`config.mk`:
```
export PLATFORM = sky130hd
export DESIGN_NAME = bridge_fault_supervisor
export DESIGN_NICKNAME = d
export VERILOG_FILES = /design/src/rtl/bfs_pkg.sv /design/src/rtl/bfs_sync.sv /design/src/rtl/bfs_bridge_fsm.sv /design/src/rtl/bfs_home_fsm.sv /design/src/rtl/bridge_fault_supervisor.sv
export SDC_FILE = /design/constraint.sdc
export NUM_CORES = 1
export LEC_CHECK = 0
export ABC_AREA = 1
export BUFFER_PORTS_ARGS = -buffer_cell sky130_fd_sc_hd__buf_2
export CORE_MARGIN = 3
export CORE_UTILIZATION = 45
export CTS_CLUSTER_SIZE = 10
export DETAILED_ROUTE_END_ITERATION = 8
export PLACE_DENSITY = 0.63
export SETUP_SLACK_MARGIN = 0.2
export SLEW_MARGIN = 25
export SYNTH_ARGS = -nofsm -noshare
export SYNTH_HDL_FRONTEND = slang
export SYNTH_SLANG_ARGS = --single-unit
```
`constraint.sdc`:
```
create_clock -name clk -period 1.2 [get_ports clk]
set_input_delay 0.3 -clock clk [delete_from_list [all_inputs] [get_ports clk]]
set_output_delay 0.3 -clock clk [all_outputs]
set_load 0.02 [all_outputs]
```
`src/rtl/bfs_pkg.sv`:
```
package bfs_pkg;

    // Bit positions inside the synchronized input vector
    localparam int IDX_EN    = 0;
    localparam int IDX_SLEEP = 1;
    localparam int IDX_UV    = 2;
    localparam int IDX_OT    = 3;
    localparam int IDX_REG   = 4;
    localparam int IDX_STG0  = 5;

    function automatic int in_width(input int nb);
        return IDX_STG0 + 2 * nb;
    endfunction

    function automatic int stat_width(input int nb);
        return 3 + 2 * nb;
    endfunction

    typedef enum logic [1:0] {
        BR_RUN   = 2'd0,
        BR_CHOP  = 2'd1,
        BR_LATCH = 2'd2
    } bridge_state_e;

    typedef enum logic [1:0] {
        HM_HOLD  = 2'd0,
        HM_COUNT = 2'd1,
        HM_READY = 2'd2
    } home_state_e;

endpackage

```
`src/rtl/bfs_sync.sv`:
```
module bfs_sync #(
    parameter int             W       = 4,
    parameter int             STAGES  = 2,
    parameter logic [W-1:0]   RST_VAL = '0
) (
    input  logic         clk,
    input  logic         rst_n,
    input  logic [W-1:0] d,
    output logic [W-1:0] q
);

    logic [STAGES-1:0][W-1:0] pipe_q;

    always_ff @(posedge clk or negedge rst_n) begin
        if (!rst_n) begin
            for (int s = 0; s < STAGES; s++) begin
                pipe_q[s] <= RST_VAL;
            end
        end else begin
            pipe_q[0] <= d;
            for (int s = 1; s < STAGES; s++) begin
                pipe_q[s] <= pipe_q[s-1];
            end
        end
    end

    assign q = pipe_q[STAGES-1];

endmodule

```
`src/rtl/bfs_bridge_fsm.sv`:
```
module bfs_bridge_fsm
    import bfs_pkg::*;
#(
    parameter int OFF_CYCLES = 8
) (
    input  logic clk,
    input  logic rst_n,
    input  logic gnd_short,
    input  logic load_short,
    input  logic sleep_rise,
    output logic may_run,
    output logic chopping,
    output logic latched
);

    localparam int CW = (OFF_CYCLES < 2) ? 1 : $clog2(OFF_CYCLES + 1);
    localparam logic [CW-1:0] LOAD_VAL = CW'(OFF_CYCLES - 1);

    bridge_state_e state_q, state_d;
    logic [CW-1:0] cnt_q, cnt_d;

    // State register
    always_ff @(posedge clk or negedge rst_n) begin
        if (!rst_n) begin
            state_q <= BR_RUN;
            cnt_q   <= '0;
        end else begin
            state_q <= state_d;
            cnt_q   <= cnt_d;
        end
    end

    // Next-state logic
    always_comb begin
        state_d = state_q;
        cnt_d   = cnt_q;
        unique case (state_q)
            BR_RUN: begin
                if (gnd_short) begin
                    state_d = BR_LATCH;              // run_to_latch
                end else if (load_short) begin
                    state_d = BR_CHOP;               // run_to_chop
                    cnt_d   = LOAD_VAL;
                end
            end
            BR_CHOP: begin
                if (gnd_short) begin
                    state_d = BR_LATCH;              // chop_to_latch
                end else if (cnt_q == '0) begin
                    state_d = BR_RUN;                // chop_to_run
                end else begin
                    cnt_d = cnt_q - 1'b1;
                end
            end
            BR_LATCH: begin
                if (sleep_rise) begin
                    state_d = BR_RUN;                // latch_to_run
                end
            end
            default: begin
                state_d = BR_LATCH;
            end
        endcase
    end

    // Outputs
    always_comb begin
        may_run  = 1'b0;
        chopping = 1'b0;
        latched  = 1'b0;
        unique case (state_q)
            BR_RUN:   may_run  = 1'b1;
            BR_CHOP:  chopping = 1'b1;
            BR_LATCH: latched  = 1'b1;
            default:  latched  = 1'b1;
        endcase
    end

endmodule

```
`src/rtl/bfs_home_fsm.sv`:
```
module bfs_home_fsm
    import bfs_pkg::*;
#(
    parameter int HOLD_CYCLES = 12
) (
    input  logic clk,
    input  logic rst_n,
    input  logic undervolt,
    output logic home_busy
);

    localparam int CW = (HOLD_CYCLES < 2) ? 1 : $clog2(HOLD_CYCLES + 1);
    localparam logic [CW-1:0] LOAD_VAL = CW'(HOLD_CYCLES - 1);

    home_state_e state_q, state_d;
    logic [CW-1:0] cnt_q, cnt_d;

    always_ff @(posedge clk or negedge rst_n) begin
        if (!rst_n) begin
            state_q <= HM_HOLD;
            cnt_q   <= '0;
        end else begin
            state_q <= state_d;
            cnt_q   <= cnt_d;
        end
    end

    always_comb begin
        state_d = state_q;
        cnt_d   = cnt_q;
        unique case (state_q)
            HM_HOLD: begin
                if (!undervolt) begin
                    state_d = HM_COUNT;              // hold_to_count
                    cnt_d   = LOAD_VAL;
                end
            end
            HM_COUNT: begin
                if (undervolt) begin
                    state_d = HM_HOLD;               // count_to_hold
                end else if (cnt_q == '0) begin
                    state_d = HM_READY;              // count_to_ready
                end else begin
                    cnt_d = cnt_q - 1'b1;
                end
            end
            HM_READY: begin
                if (undervolt) begin
                    state_d = HM_HOLD;               // ready_to_hold
                end
            end
            default: begin
                state_d = HM_HOLD;
            end
        endcase
    end

    always_comb begin
        unique case (state_q)
            HM_READY: home_busy = 1'b0;
            default:  home_busy = 1'b1;
        endcase
    end

endmodule

```
`src/rtl/bridge_fault_supervisor.sv`:
```
module bridge_fault_supervisor
    import bfs_pkg::*;
#(
    parameter int NUM_BRIDGES = 2,
    parameter int OFF_CYCLES  = 8,
    parameter int HOME_HOLD   = 12,
    parameter int SYNC_STAGES = 2
) (
    input  logic                         clk,
    input  logic                         rst_n,
    input  logic                         en_n,
    input  logic                         sleep_n,
    input  logic                         uv_flag,
    input  logic                         ot_flag,
    input  logic                         reg_fault,
    input  logic [NUM_BRIDGES-1:0]       short_gnd,
    input  logic [NUM_BRIDGES-1:0]       short_load,
    output logic [NUM_BRIDGES-1:0]       bridge_en,
    output logic                         home_rst,
    output logic [3+2*NUM_BRIDGES-1:0]   fault_status
);

    localparam int VW = in_width(NUM_BRIDGES);
    localparam int SW = stat_width(NUM_BRIDGES);

    // Reset view: outputs disabled and undervoltage assumed present
    localparam logic [VW-1:0] SYNC_RST =
        (VW'(1) << IDX_EN) | (VW'(1) << IDX_UV);

    logic [VW-1:0]          raw_v;
    logic [VW-1:0]          sync_v;
    logic                   en_s, sleep_s, uv_s, ot_s, reg_s;
    logic [NUM_BRIDGES-1:0] stg_s, sld_s;
    logic                   sleep_prev_q;
    logic                   sleep_rise;
    logic [NUM_BRIDGES-1:0] run_v, chop_v, latch_v;
    logic                   home_busy;
    logic                   live_ok;

    assign raw_v = {short_load, short_gnd, reg_fault, ot_flag, uv_flag, sleep_n, en_n};

    bfs_sync #(
        .W       (VW),
        .STAGES  (SYNC_STAGES),
        .RST_VAL (SYNC_RST)
    ) u_sync (
        .clk   (clk),
        .rst_n (rst_n),
        .d     (raw_v),
        .q     (sync_v)
    );

    assign en_s    = sync_v[IDX_EN];
    assign sleep_s = sync_v[IDX_SLEEP];
    assign uv_s    = sync_v[IDX_UV];
    assign ot_s    = sync_v[IDX_OT];
    assign reg_s   = sync_v[IDX_REG];
    assign stg_s   = sync_v[IDX_STG0 +: NUM_BRIDGES];
    assign sld_s   = sync_v[IDX_STG0 + NUM_BRIDGES +: NUM_BRIDGES];

    // Sleep release edge detector
    always_ff @(posedge clk or negedge rst_n) begin
        if (!rst_n) begin
            sleep_prev_q <= 1'b0;
        end else begin
            sleep_prev_q <= sleep_s;
        end
    end

    assign sleep_rise = sleep_s & ~sleep_prev_q;

    // One guard per bridge
    for (genvar b = 0; b < NUM_BRIDGES; b++) begin : g_bridge
        bfs_bridge_fsm #(
            .OFF_CYCLES (OFF_CYCLES)
        ) u_guard (
            .clk        (clk),
            .rst_n      (rst_n),
            .gnd_short  (stg_s[b]),
            .load_short (sld_s[b]),
            .sleep_rise (sleep_rise),
            .may_run    (run_v[b]),
            .chopping   (chop_v[b]),
            .latched    (latch_v[b])
        );
    end

    bfs_home_fsm #(
        .HOLD_CYCLES (HOME_HOLD)
    ) u_home (
        .clk       (clk),
        .rst_n     (rst_n),
        .undervolt (uv_s),
        .home_busy (home_busy)
    );

    // Output gating
    always_comb begin
        live_ok      = ~en_s & sleep_s & ~uv_s & ~ot_s & ~reg_s & ~home_busy;
        bridge_en    = run_v & {NUM_BRIDGES{live_ok}};
        home_rst     = home_busy;
        fault_status = SW'({chop_v, latch_v, reg_s, ot_s, uv_s});
    end

endmodule

```
After elaboration in Yosys (flattened, before gate mapping)
Cells that the tools add are included.
- bits in registers: 37
- latch bits: 0
- RAM bits: 0
- bits in read-only memories: 0
- bits of input ports: 11
- output and inout bits: 10
- word-level logic and storage cells: 103
- memories: 0
- $add $sub $neg: 3
- multiply operators: 0
- divide/modulo/power cells: 0
- $lt $le $gt $ge: 0
- equal/unequal tests: 25
- shift operators: 0
- multiplexer cells: 37
- bitwise operators: 12
- reduce and logical (&&, ||, !) cells: 17
- operators with widths (cell ; count):
    $mux 4 ; 11
    $mux 2 ; 13
    $ne 2x2->1 const B ; 12
    $pmux 4 s2 ; 3
    $pmux 2 s3 ; 3
    $logic_not 4->1 ; 3
    $sub 4x1->4 const B ; 3
    $reduce_and 5->1 ; 2
    $ne 3x2->1 const B ; 3
    $reduce_and 3->1 ; 3
    $mux 1 ; 7
    $and 1x1->1 ; 6
    $eq 2x1->1 const B ; 3
    $eq 2x2->1 const B ; 3
    $logic_not 2->1 ; 3
    $ne 3x3->1 const B ; 2
    $reduce_bool 2->1 ; 3
    $not 1->1 ; 5
    $ne 2x1->1 const B ; 2
    $reduce_and 4->1 ; 1
    $reduce_or 2->1 ; 2
    $and 2x2->2 ; 1

Depth between registers and ports, before layout
- word-level depth: 7
- mapped depth: 8
- depth with buffers taken out: 8

Cells and area by module
A second synthesis with hierarchy kept.
- cell total of the unflattened synthesis: 162
- area total of the unflattened synthesis: 1599.0 um^2
- modules (own cells, without submodules) (module ; instances ; cells an instance ; area an instance (um^2) ; sequential area each (um^2)):
    bfs_bridge_fsm ; 2 ; 42 ; 336.6 ; 150.1
    bfs_sync ; 1 ; 27 ; 523.0 ; 455.4
    bfs_home_fsm ; 1 ; 40 ; 331.6 ; 150.1
    bridge_fault_supervisor ; 1 ; 11 ; 71.3 ; 25.0

Least setup slack after synthesis
No wires, ideal clock.
- path type: flip-flop to output port
- start point: register g_bridge[0].u_guard.state_q[1]
- end point: output port bridge_en[0]
- arrival time: 940 ps
- required time: 900 ps
- slack: -40 ps
- stages on the path, launching flop included: 4
- buffers on the path: 0
- path through: dfrtp_1 nor2_1 inv_1 nor2_1
- longest elaborated chain between the ends: 3
- RTL lines (what ; RTL line ; source):
    from (decl) ; bfs_bridge_fsm.sv:19 ; bridge_state_e state_q, state_d;
    from (signal assigned) ; bfs_bridge_fsm.sv:28 ; state_q <= state_d;
    $logic_not 2->1 ; bfs_bridge_fsm.sv:71 ; unique case (state_q)
    $mux 1 ; bfs_bridge_fsm.sv:71 ;
    $and 2x2->2 ; bridge_fault_supervisor.sv:100 ; bridge_en = run_v & {NUM_BRIDGES{live_ok}};
    to (decl) ; bridge_fault_supervisor.sv:18 ; output logic [NUM_BRIDGES-1:0] bridge_en,
No other way between the ends.

Final worst setup path
- start point: register u_sync.pipe_q, in the netlist u_sync.q[3]
- end point: output port bridge_en[1]
- longest elaborated chain between the ends: 5
- RTL lines (what ; RTL line ; source):
    from (decl) ; bfs_sync.sv:12 ; logic [STAGES-1:0][W-1:0] pipe_q;
    from (signal, indexed assignment) ; bfs_sync.sv:22 ; pipe_q[s] <= pipe_q[s-1];
    $not 1->1 ; bridge_fault_supervisor.sv:99 ; live_ok = ~en_s & sleep_s & ~uv_s & ~ot_s & ~reg_s & ~home_busy;
    $and 1x1->1 (3 in a row) ; bridge_fault_supervisor.sv:99 ;
    $and 2x2->2 ; bridge_fault_supervisor.sv:100 ;
No other way between the ends.

==> flow_summary_export.csv <==
group,metric,value,unit
status,status,"complete, but fails checks",
status,violations,"setup timing",
yosys,yosysTopAreaCellShare,0.503,
finish,final_core_util,0.635,
drt,drt_wl_total,3.12,mm
critical_path,startpoint_type,"register",
floorplan,io_pins,21,
finish,drive_above_1_share,0.458,
drt,viasPerCell,4.65,
yosys,ys_seq_elements,37,
finish,multi_input_area,671,sq um
clock_network,htree_levels,2,
hold_path,hold_path.startpoint,"en_n",
drt,drt_iter0_drc,48,
timing,relSlewSlack,0.836,
timing,final_hold_viol_count,0,
global_route,grt_max_degree,38,
yosys,synth-simple-area-share,0.274,
finish,fillers,273,
finish,antenna_cells,0,
place,hpwl,2.11,mm
floorplan,dieHeight,66.4,microns
yosys,ys_seq_area_frac,0.567,
pwr,p_leak,1.06,nW
floorplan,die_w,66.4,microns
pwr,p_total,4.52,mW
critical_path,reg2reg_from,"g_bridge[0].u_guard.state_q[1]",
timing,skew,7.36,ps
finish,ff_latch_area,933,sq um
yosys,synth-edff-count,0,
floorplan,fp.coreArea,0.00342,sq mm
timing,tightest_slew,245,ps
floorplan,design.die.area,0.00441,sq mm
critical_path,cp_data_arrival_time,1360,ps
yosys,synthMostInstantiatedCell,"nand2_1",
yosys,synth-main-ff-cell,"dfrtp_1",
drt,drt_pass1_iterations,4,
drt,wl_per_cell,11.9,microns
yosys,synth_top_family_by_area,"simple AND/OR/NAND/NOR gates",
yosys,yosysWarnings,0,
clock_network,clockBufferDepth,2,
floorplan,fp-row-count,21,
clock_network,cts_buffers,5,
global_route,grt_pass1_wl,5.19,mm
drt,ant_nets,0,
timing,rsz0062_at_grt,"true",
global_route,antenna_found_initial,0,
yosys,synth_area_leaders,"dfrtp_1, nand2_1, dfstp_2",
critical_path,cp-startpoint,"u_sync.q[3]",
clock_network,cts_tree,"built",
yosys,synthAdderAreaFrac,0.0228,
global_route,grt_use_total,0.156,
floorplan,initial_core_util,0.481,
clock_network,cts_sinks,37,
timing,drv_slew,0,
yosys,synthXorXnorAreaFrac,0,
timing,setup_ws,-456,ps
finish,nets,229,
critical_path,cp.required,900,ps
yosys,syn_area_per_cell,9.18,sq um
drt,vias,1217,
place,gp_congestion,0.889,
timing,setup_viol_count_final,17,
critical_path,worst_setup_path_end_kind,"output port",
yosys,synth_compound_area_frac,0.0335,
clock_network,cts_root_buf,"clkbuf_4",
timing,fmax,604,MHz
timing,period_share,1.38,
drt,drcViolationCount,0,
yosys,synthMuxAreaShare,0,
yosys,synth_largest_area_cell,"dfrtp_1",
flow_run,drv_cap,0,
timing,fin_crit,1660,ps
critical_path,path_max_fanout,2,
yosys,yosys-top-cells-count,"nand2_1, dfrtp_1, inv_1, nand3_1, nor2_1",
clock_network,clk_pin_slew,110,ps
timing,setup_tns,-2830,ps
global_route,grt_overflow_total,0,
yosys,postSynthCellCount,179,
clock_network,worstSkewPairLatency,330,ps
global_route,grt_pass1_vias,1257,
finish,area.growth.synth_to_final,32.1,%
pwr,power_density,2080,mW/mm^2
critical_path,critical_path_class,"register to output port",
yosys,syn_area,0.00164,sq mm
hold_path,hp-class,"input port to register",
pwr,vdd_ir_drop_max,1.23,mV
yosys,async_flop_share,1.00,
yosys,syn_nets,193,
yosys,yosysUniqueCellTypes,21,
place,port_buffers,20,
-- logic make-up after synthesis --
group | Yosys count
and+or+nand+nor | 94
buffers and inverters | 38
DFF | 37
AOI/OAI and AO/OA | 7
adders and majority gates | 3
-- report_power, final --
group / internal (mW) / total [mW] / switching [mW]
logic: 0.977 / 2.10 / 1.12
clock network: 0.221 / 0.615 / 0.394
registers: 1.53 / 1.80 / 0.270
-- through the flow --
step / setup slack, ps / cells / hold slack (ps) / instance area, sq um
floorplan: 10.2 / 179 / 4.41 / 1720
global placement: -71.5 / 243 / 274 / 1880
detailed placement: -94.4 / 243 / 280 / 1880
CTS: -443 / 258 / 35.9 / 2080
global route: -578 / 262 / 22.0 / 2170
finish: -456 / 262 / 60.6 / 2170
-- layout by cell type, fill, tap and decap left out, drive strengths merged --
cell type	count
a21boi	1
a21oi	1
buf	37
clkbuf	5
clkinv	2
clkinvlp	1
dfrtp	33
dfstp	4
dlygate4sd3	1
ha	3
inv	29
nand2	58
nand3	17
nand4	4
nor2	14
nor3	1
o211ai	2
o21ai	2
o22ai	1
-- metal layers --
layer / routed length, microns / share of wire / vias up / track usage
met1: 1280 / 0.41 / 577 / 0.171
met3: 122 / 0.039 / 2 / 0.0476
met4: 19 / 0.0061 / 0 / 0.0584
met2: 1700 / 0.54 / 25 / 0.280
met5: 0 / 0 / - / 0
li1: - / - / 613 / -
-- critical path: stages, from the launching register on --
cell     delay, ps
dfrtp_1        410
nor3_2         170
nand4_1        170
nor2_2         150
buf_6          140
-- path summary, 6_finish.rpt --
check / slack (ps) / endpoint / cells after the start
worst min register to register: 360 / u_sync.q[1] / 0
worst min-delay path: 60 / u_sync.pipe_q[0] / 1
max in group asynchronous: 500 / u_sync.pipe_q[2] / 3
worst max-delay path: -460 / bridge_en[1] / 4
worst max register to register: -110 / g_bridge[0].u_guard.cnt_q[2] / 9
min in group asynchronous: 450 / u_home.cnt_q[3] / 3
-- what timing repair did --
item,4_1_cts,5_1_grt
hold buffers,1,0
gates resized for setup,29,17
pin swaps,6,9
setup endpoints to repair,26,26
hold endpoints to repair,33,0
buffers inserted,6,4
-- sequential cells by signal (all words and copies together), names as in the netlist --
name and count:
u_sync.q 9, u_sync.pipe_q 9, g_bridge.u_guard.state_q 4, u_home.cnt_q 4, sleep_prev_q 1, u_home.state_q 2, g_bridge.u_guard.cnt_q 8
-- final cells by class --
type / instances / share of cell area
Sequential cell: 37 / 0.430
Tap cell: 46 / 0.0265
Timing Repair Buffer: 38 / 0.159
Multi-Input combinational cell: 104 / 0.309
Inverter: 29 / 0.0502
Clock inverter: 3 / 0.00807
Clock buffer: 5 / 0.0173
(Power assumes the default switching activity.)
